**config.mk**
```make
export PLATFORM = sky130hd
export DESIGN_NAME = dma_tput_stats
export DESIGN_NICKNAME = d
export VERILOG_FILES = /design/src/rtl/tps_pkg.sv /design/src/rtl/tps_period_timer.sv /design/src/rtl/tps_interval.sv /design/src/rtl/tps_accum.sv /design/src/rtl/dma_tput_stats.sv
export SDC_FILE = /design/constraint.sdc
export NUM_CORES = 1
export LEC_CHECK = 0
export CAP_MARGIN = 20
export CORE_UTILIZATION = 49
export DETAILED_ROUTE_END_ITERATION = 16
export PLACE_DENSITY = 0.7
export SYNTH_ARGS = -nofsm -noshare
export SYNTH_HDL_FRONTEND = slang
export SYNTH_SLANG_ARGS = --single-unit
export TNS_END_PERCENT = 1
```
**constraint.sdc**
```tcl
create_clock -name clk -period 8.1 [get_ports clk]
set_input_delay 1.215 -clock clk [delete_from_list [all_inputs] [get_ports clk]]
set_output_delay 1.215 -clock clk [all_outputs]
set_load 0.05 [all_outputs]
```
**src/rtl/tps_pkg.sv**
```systemverilog
package tps_pkg;

    // how an interval source is interpreted
    typedef enum logic {
        IV_LEVEL = 1'b0,   // interval = length of a high run
        IV_PULSE = 1'b1    // interval = spacing between strobes
    } iv_mode_e;

    localparam int unsigned NUM_CH   = 2;
    localparam int unsigned CH_STALL = 0;
    localparam int unsigned CH_GAP   = 1;

    // increment that sticks at lim
    function automatic logic [63:0] sat_inc(input logic [63:0] v, input logic [63:0] lim);
        return (v >= lim) ? lim : v + 64'd1;
    endfunction

    function automatic logic [63:0] umax(input logic [63:0] a, input logic [63:0] b);
        return (a >= b) ? a : b;
    endfunction

endpackage

```
**src/rtl/tps_period_timer.sv**
```systemverilog
module tps_period_timer #(
    parameter int unsigned PERIOD = 250_000_000
) (
    input  logic clk,
    input  logic rst,
    output logic snap_o,
    output logic fresh_o
);
    localparam int unsigned TW = (PERIOD > 2) ? $clog2(PERIOD) : 1;
    localparam logic [TW-1:0] LAST_TICK = TW'(PERIOD - 1);

    logic [TW-1:0] tick_q;

    assign snap_o = (tick_q == LAST_TICK);

    always_ff @(posedge clk) begin
        if (rst) begin
            tick_q  <= '0;
            fresh_o <= 1'b0;
        end else begin
            tick_q  <= snap_o ? '0 : tick_q + TW'(1);
            fresh_o <= snap_o;
        end
    end

    AST_TICK_IN_RANGE: assert property (@(posedge clk) disable iff (rst)
        tick_q <= LAST_TICK);

    AST_SNAP_SPACED: assert property (@(posedge clk) disable iff (rst)
        snap_o |=> !snap_o);

    AST_FRESH_FOLLOWS: assert property (@(posedge clk) disable iff (rst)
        snap_o |=> fresh_o);

endmodule

```
**src/rtl/tps_interval.sv**
```systemverilog
module tps_interval #(
    parameter tps_pkg::iv_mode_e MODE  = tps_pkg::IV_LEVEL,
    parameter int unsigned       CNT_W = 16
) (
    input  logic             clk,
    input  logic             rst,
    input  logic             in_i,
    output logic             ev_o,
    output logic [CNT_W-1:0] val_o
);
    import tps_pkg::*;

    localparam logic [CNT_W-1:0] LIM = '1;

    generate
        if (MODE == IV_LEVEL) begin : g_level
            logic [CNT_W-1:0] run_q;
            logic             busy_q;

            always_ff @(posedge clk) begin
                if (rst) begin
                    run_q  <= '0;
                    busy_q <= 1'b0;
                end else begin
                    busy_q <= in_i;
                    if (in_i)
                        run_q <= CNT_W'(sat_inc(64'(run_q), 64'(LIM)));
                    else
                        run_q <= '0;
                end
            end

            assign ev_o  = busy_q && !in_i;
            assign val_o = run_q;

            AST_RUN_GROWS: assert property (@(posedge clk) disable iff (rst)
                (in_i && run_q != LIM) |=> (run_q == $past(run_q) + CNT_W'(1)));

            AST_RUN_SAT: assert property (@(posedge clk) disable iff (rst)
                (in_i && run_q == LIM) |=> (run_q == LIM));

            AST_RUN_ENDS: assert property (@(posedge clk) disable iff (rst)
                ev_o |=> !ev_o);
        end else begin : g_pulse
            logic [CNT_W-1:0] gap_q;
            logic             armed_q;

            always_ff @(posedge clk) begin
                if (rst) begin
                    gap_q   <= '0;
                    armed_q <= 1'b0;
                end else if (in_i) begin
                    gap_q   <= CNT_W'(1);
                    armed_q <= 1'b1;
                end else if (armed_q) begin
                    gap_q <= CNT_W'(sat_inc(64'(gap_q), 64'(LIM)));
                end
            end

            assign ev_o  = in_i && armed_q;
            assign val_o = gap_q;

            AST_GAP_RESTART: assert property (@(posedge clk) disable iff (rst)
                in_i |=> (gap_q == CNT_W'(1)));

            AST_GAP_SAT: assert property (@(posedge clk) disable iff (rst)
                (armed_q && !in_i && gap_q == LIM) |=> (gap_q == LIM));

            AST_GAP_NONZERO: assert property (@(posedge clk) disable iff (rst)
                ev_o |-> (gap_q != '0));
        end
    endgenerate

endmodule

```
**src/rtl/tps_accum.sv**
```systemverilog
module tps_accum #(
    parameter int unsigned PERIOD = 250_000_000,
    parameter int unsigned CNT_W  = 16,
    parameter int unsigned SUM_W  = 44,
    parameter int unsigned EV_W   = 28
) (
    input  logic             clk,
    input  logic             rst,
    input  logic             ev_i,
    input  logic [CNT_W-1:0] val_i,
    input  logic             snap_i,
    output logic [CNT_W-1:0] last_o,
    output logic [CNT_W-1:0] max_o,
    output logic [SUM_W-1:0] sum_o,
    output logic [EV_W-1:0]  cnt_o
);
    import tps_pkg::*;

    typedef struct packed {
        logic [CNT_W-1:0] mx;
        logic [SUM_W-1:0] sum;
        logic [EV_W-1:0]  n;
    } stat_t;

    stat_t            live_q, live_nxt, ro_q;
    logic [CNT_W-1:0] last_q, last_nxt, ro_last_q;

    always_comb begin
        live_nxt = live_q;
        last_nxt = last_q;
        if (ev_i) begin
            live_nxt.mx  = CNT_W'(umax(64'(live_q.mx), 64'(val_i)));
            live_nxt.sum = live_q.sum + SUM_W'(val_i);
            live_nxt.n   = live_q.n + EV_W'(1);
            last_nxt     = val_i;
        end
    end

    always_ff @(posedge clk) begin
        if (rst) begin
            live_q    <= '0;
            ro_q      <= '0;
            last_q    <= '0;
            ro_last_q <= '0;
        end else begin
            last_q <= last_nxt;
            if (snap_i) begin
                ro_q      <= live_nxt;
                ro_last_q <= last_nxt;
                live_q    <= '0;
            end else begin
                live_q <= live_nxt;
            end
        end
    end

    assign last_o = ro_last_q;
    assign max_o  = ro_q.mx;
    assign sum_o  = ro_q.sum;
    assign cnt_o  = ro_q.n;

    AST_SNAP_CLEARS: assert property (@(posedge clk) disable iff (rst)
        snap_i |=> (live_q == '0));

    AST_MAX_COVERS: assert property (@(posedge clk) disable iff (rst)
        (ev_i && !snap_i) |=> (live_q.mx >= $past(val_i)));

    AST_SUM_NO_WRAP: assert property (@(posedge clk) disable iff (rst)
        !snap_i |=> (live_q.sum >= $past(live_q.sum)));

    AST_RO_STABLE: assert property (@(posedge clk) disable iff (rst)
        !snap_i |=> ($stable(ro_q) && $stable(ro_last_q)));

    AST_CNT_BOUND: assert property (@(posedge clk) disable iff (rst)
        32'(ro_q.n) <= PERIOD);

endmodule

```
**src/rtl/dma_tput_stats.sv**
```systemverilog
module dma_tput_stats #(
    parameter int unsigned PERIOD = 250_000_000,
    parameter int unsigned CNT_W  = 16,
    localparam int unsigned SUM_W = $clog2(PERIOD) + CNT_W,
    localparam int unsigned EV_W  = $clog2(PERIOD + 1)
) (
    input  logic             clk,
    input  logic             rst,
    input  logic             stall_i,
    input  logic             desc_i,
    output logic             snap_o,
    output logic [CNT_W-1:0] stall_last_o,
    output logic [CNT_W-1:0] stall_max_o,
    output logic [SUM_W-1:0] stall_sum_o,
    output logic [EV_W-1:0]  stall_cnt_o,
    output logic [CNT_W-1:0] gap_last_o,
    output logic [CNT_W-1:0] gap_max_o,
    output logic [SUM_W-1:0] gap_sum_o,
    output logic [EV_W-1:0]  gap_cnt_o
);
    import tps_pkg::*;

    logic             snap;
    logic [NUM_CH-1:0] src;
    logic [NUM_CH-1:0] ev;
    logic [CNT_W-1:0] val  [NUM_CH];
    logic [CNT_W-1:0] last [NUM_CH];
    logic [CNT_W-1:0] mx   [NUM_CH];
    logic [SUM_W-1:0] sum  [NUM_CH];
    logic [EV_W-1:0]  n    [NUM_CH];

    assign src[CH_STALL] = stall_i;
    assign src[CH_GAP]   = desc_i;

    tps_period_timer #(.PERIOD(PERIOD)) u_timer (
        .clk     (clk),
        .rst     (rst),
        .snap_o  (snap),
        .fresh_o (snap_o)
    );

    generate
        for (genvar c = 0; c < NUM_CH; c++) begin : g_ch
            tps_interval #(
                .MODE  ((c == CH_STALL) ? IV_LEVEL : IV_PULSE),
                .CNT_W (CNT_W)
            ) u_iv (
                .clk   (clk),
                .rst   (rst),
                .in_i  (src[c]),
                .ev_o  (ev[c]),
                .val_o (val[c])
            );

            tps_accum #(
                .PERIOD (PERIOD),
                .CNT_W  (CNT_W),
                .SUM_W  (SUM_W),
                .EV_W   (EV_W)
            ) u_acc (
                .clk    (clk),
                .rst    (rst),
                .ev_i   (ev[c]),
                .val_i  (val[c]),
                .snap_i (snap),
                .last_o (last[c]),
                .max_o  (mx[c]),
                .sum_o  (sum[c]),
                .cnt_o  (n[c])
            );
        end
    endgenerate

    assign stall_last_o = last[CH_STALL];
    assign stall_max_o  = mx[CH_STALL];
    assign stall_sum_o  = sum[CH_STALL];
    assign stall_cnt_o  = n[CH_STALL];
    assign gap_last_o   = last[CH_GAP];
    assign gap_max_o    = mx[CH_GAP];
    assign gap_sum_o    = sum[CH_GAP];
    assign gap_cnt_o    = n[CH_GAP];

    AST_RESET_QUIET: assert property (@(posedge clk)
        rst |=> (!snap_o && stall_cnt_o == '0 && gap_cnt_o == '0));

    AST_MAX_LE_SUM: assert property (@(posedge clk) disable iff (rst)
        (SUM_W'(stall_max_o) <= stall_sum_o) && (SUM_W'(gap_max_o) <= gap_sum_o));

endmodule

```
==> results.ini <==
[cts]
cts-buffers-inserted=50
clock_path_buffers=3
clkLatencyLatePin_ps=580
htree_num_levels=2
cts.sinks=479
cts_tree=yes
clk_pin_slew_worst_paths_ps=60
cts_setup_buffers=0
ctsHoldBuffers=0
post_cts_resized=0
cts_root_buf=clkbuf_16

[logic_synthesis]
synth_area_leaders=dfxtp_1 46%, nor2_1 9.4%, a211oi_1 8.0%
ys.flop_type=dfxtp_1
ys_warn_count=0
synthArstFlopShare_pct=0
yosysTopAreaCell=dfxtp_1
yosysSeqAreaShare_pct=46.4
synth-edff-count=0
syn-num-nets=2333
avgSynthCellArea_um2=9.15
synth_top_area_share_pct=46.4
ys_types=80
ys_seq_elements=479
synthesis.area_um2=20700
synthCells=2258

[layout]
fin_area_um2=24400
post-route-util_pct=59.1
areaGrowthSynthToFinish_pct=18.0
drive_gt1_share_pct=4.85
instances_no_fill=2966
n_antenna_cell=0
fin_nets=2470

[routing]
wl_per_cell_um=16.7
drt_wl_total_um=49500
postRouteAntennaNets=0
remaining_drc_errors=0
first_pass_iters=6
routed_via_density=5.50
drt_iter0_markers=902
vias=16311

[timing]
finalCritPeriodShare_pct=42.3
maxSlewHeadroom_pct=10.1
drv_slew=0
tns_ps=0
finalSetupViolCount=0
fin_skew_ps=22.5
fin_crit_ps=3420
max_freq_mhz=292
rsz0062_at_grt=false
hold_violations=0
tightestPinTransition_ps=1350

[run]
drv_cap=0

[global_routing]
track_usage_pct=22.8
grt_pass1_wl_um=81500
grt_start_max_net_pins=276
grt_overflow=0
antenna_found_initial=0
grt_pass1_vias=15728

[placement]
dpl-instance-area_um2=22700
dp_hpwl_um=34000
place_congestion=0.854
dpl.cell_count=2874
portBuffers=212

[pwr]
p_int_mw=3.76
comb_power_share_pct=1.9
power_frac_clock_pct=48.4
pwr-share-seq_pct=49.7
switching_share_pct=21.0
switching_power_mw=1.00
p_leak_nw=8.73
power_density_nw_per_um2=196
peakVddDrop_mv=0.171

[outcome]
run_status=completed

[worst_setup_path]
crit_family=simple AND/OR/NAND/NOR gates
critPathSlowestCell=and3_4
worstSetupStartpointType=flip-flop
end_kind=flip-flop
critPathBufInv=1
r2r_start=u_timer.tick_q[10]$_SDFF_PP0_
required_ps=8560
crit_fanout=275
critical_path.startpoint=u_timer.tick_q[10]$_SDFF_PP0_
critPathArrivalTime_ps=3880
path_cells=or4b_1 -> nor3_2 -> and3_4 -> buf_12 -> nor2_1 -> a211oi_1
worstSetupPathType=flip-flop to flip-flop
critPathMaxStageDelay_ps=680

[die]
ios=213
std_cell_rows=74
initial_core_util_pct=50.1
die-width_um=207
die_h_um=207
dieArea_um2=43000
core_area_um2=41200

[worst_hold_path]
hold_path_class=flip-flop to flip-flop
min_from=u_timer.tick_q[0]$_SDFF_PP0_

-- final timing paths --
| check | endpoint | slack (ps) | cells past startpoint |
|---|---|---|---|
| min reg2reg | u_timer.tick_q[0]$_SDFF_PP0_ | 440 | 1 |
| max reg2reg | g_ch[1].u_acc.cnt_o[23]$_SDFFE_PP0P_ | 4680 | 6 |
| min | u_timer.tick_q[0]$_SDFF_PP0_ | 440 | 1 |
| max | g_ch[1].u_acc.cnt_o[23]$_SDFFE_PP0P_ | 4680 | 6 |
-- layout by cell type (no fill, tap or decap), drive strengths merged, types with 10 or more instances in the layout --
master and instances:
xor2 103, nor2 515, o21ai 24, ha 69
and4 18, nand2b 10, nand2 83, inv 48
a21o 15, clkbuf 78, nor3 37, xnor2 72
a211oi 223, buf 11, and3 33, mux2i 69
clkdlybuf4s50 211, a21oi 76, dfxtp 479, nand3 76
nand4 53, a31oi 11, and2 12
-- cell families after synthesis --
kind of cell	Yosys count	share of synthesized area, %
AO/OA/AOI/OAI	401	13.9
multiplexers	71	3.45
AND/OR/NAND/NOR	875	19.3
buffers and inverters	186	5.12
XOR/XNOR	175	7.42
flip-flops	479	46.4
adder cells (fa/ha/maj)	71	4.37
-- sequential cells by signal, summed over array words and instances (netlist names) --
register                   count
g_ch.u_acc.live_q            176
g_ch.u_acc.max_o              32
u_timer.fresh_o                1
u_timer.tick_q                28
g_ch.u_iv.g_pulse.armed_q      1
g_ch.u_iv.g_level.busy_q       1
g_ch.u_acc.sum_o              88
g_ch.u_acc.cnt_o              56
g_ch.u_acc.last_o             32
g_ch.u_acc.last_q             32
g_ch.u_iv.val_o               32
-- metrics by stage --
step / hold slack [ps] / setup WS, ps / total power [mW]
6_report: 441 / 4680 / 4.77
3_5_place_dp: 432 / 4130 / 2.51
5_1_grt: 472 / 4360 / 4.92
2_1_floorplan: 413 / 5360 / 2.49
4_1_cts: 441 / 4560 / 4.82
3_3_place_gp: 427 / 3810 / 2.51
-- metal layers --
layer | share of wire, % | up-vias | track usage (%)
met1 | 46 | 7653 | 29.9
met4 | 2.3 | 0 | 7.23
li1 | - | 8186 | -
met3 | 4.5 | 85 | 3.51
met5 | 0 | - | 0
met2 | 47 | 387 | 38.3
-- synthesized netlist by cell type (all sizes together) (53+ instances only) --
| cell type | count |
|---|---|
| ha | 69 |
| buf | 83 |
| a211oi | 223 |
| nand3 | 76 |
| xor2 | 103 |
| xnor2 | 72 |
| nand2 | 83 |
| mux2i | 69 |
| dfxtp | 479 |
| clkbuf | 55 |
| a21oi | 76 |
| nand4 | 53 |
| nor2 | 515 |
-- power groups by stage --
stage,Combinational [mW],Clock [mW],Sequential [mW]
after floorplan,0.0734,0,2.42
after detailed placement,0.0900,0,2.42
final,0.0895,2.31,2.37
after global placement,0.0867,0,2.42
after CTS,0.0902,2.36,2.37
after global routing,0.0986,2.45,2.37
-- cell type report --
type                    instances  area (um^2)
clock inverters                14          150
flip-flops and latches        479         9590
repair buffers                223         2240
fillers                      3563        16800
multi-input cells            1593        10000
inverters                      48          180
clock buffers                  77         1520
well taps                     532          666
(Power assumes the default switching activity.)
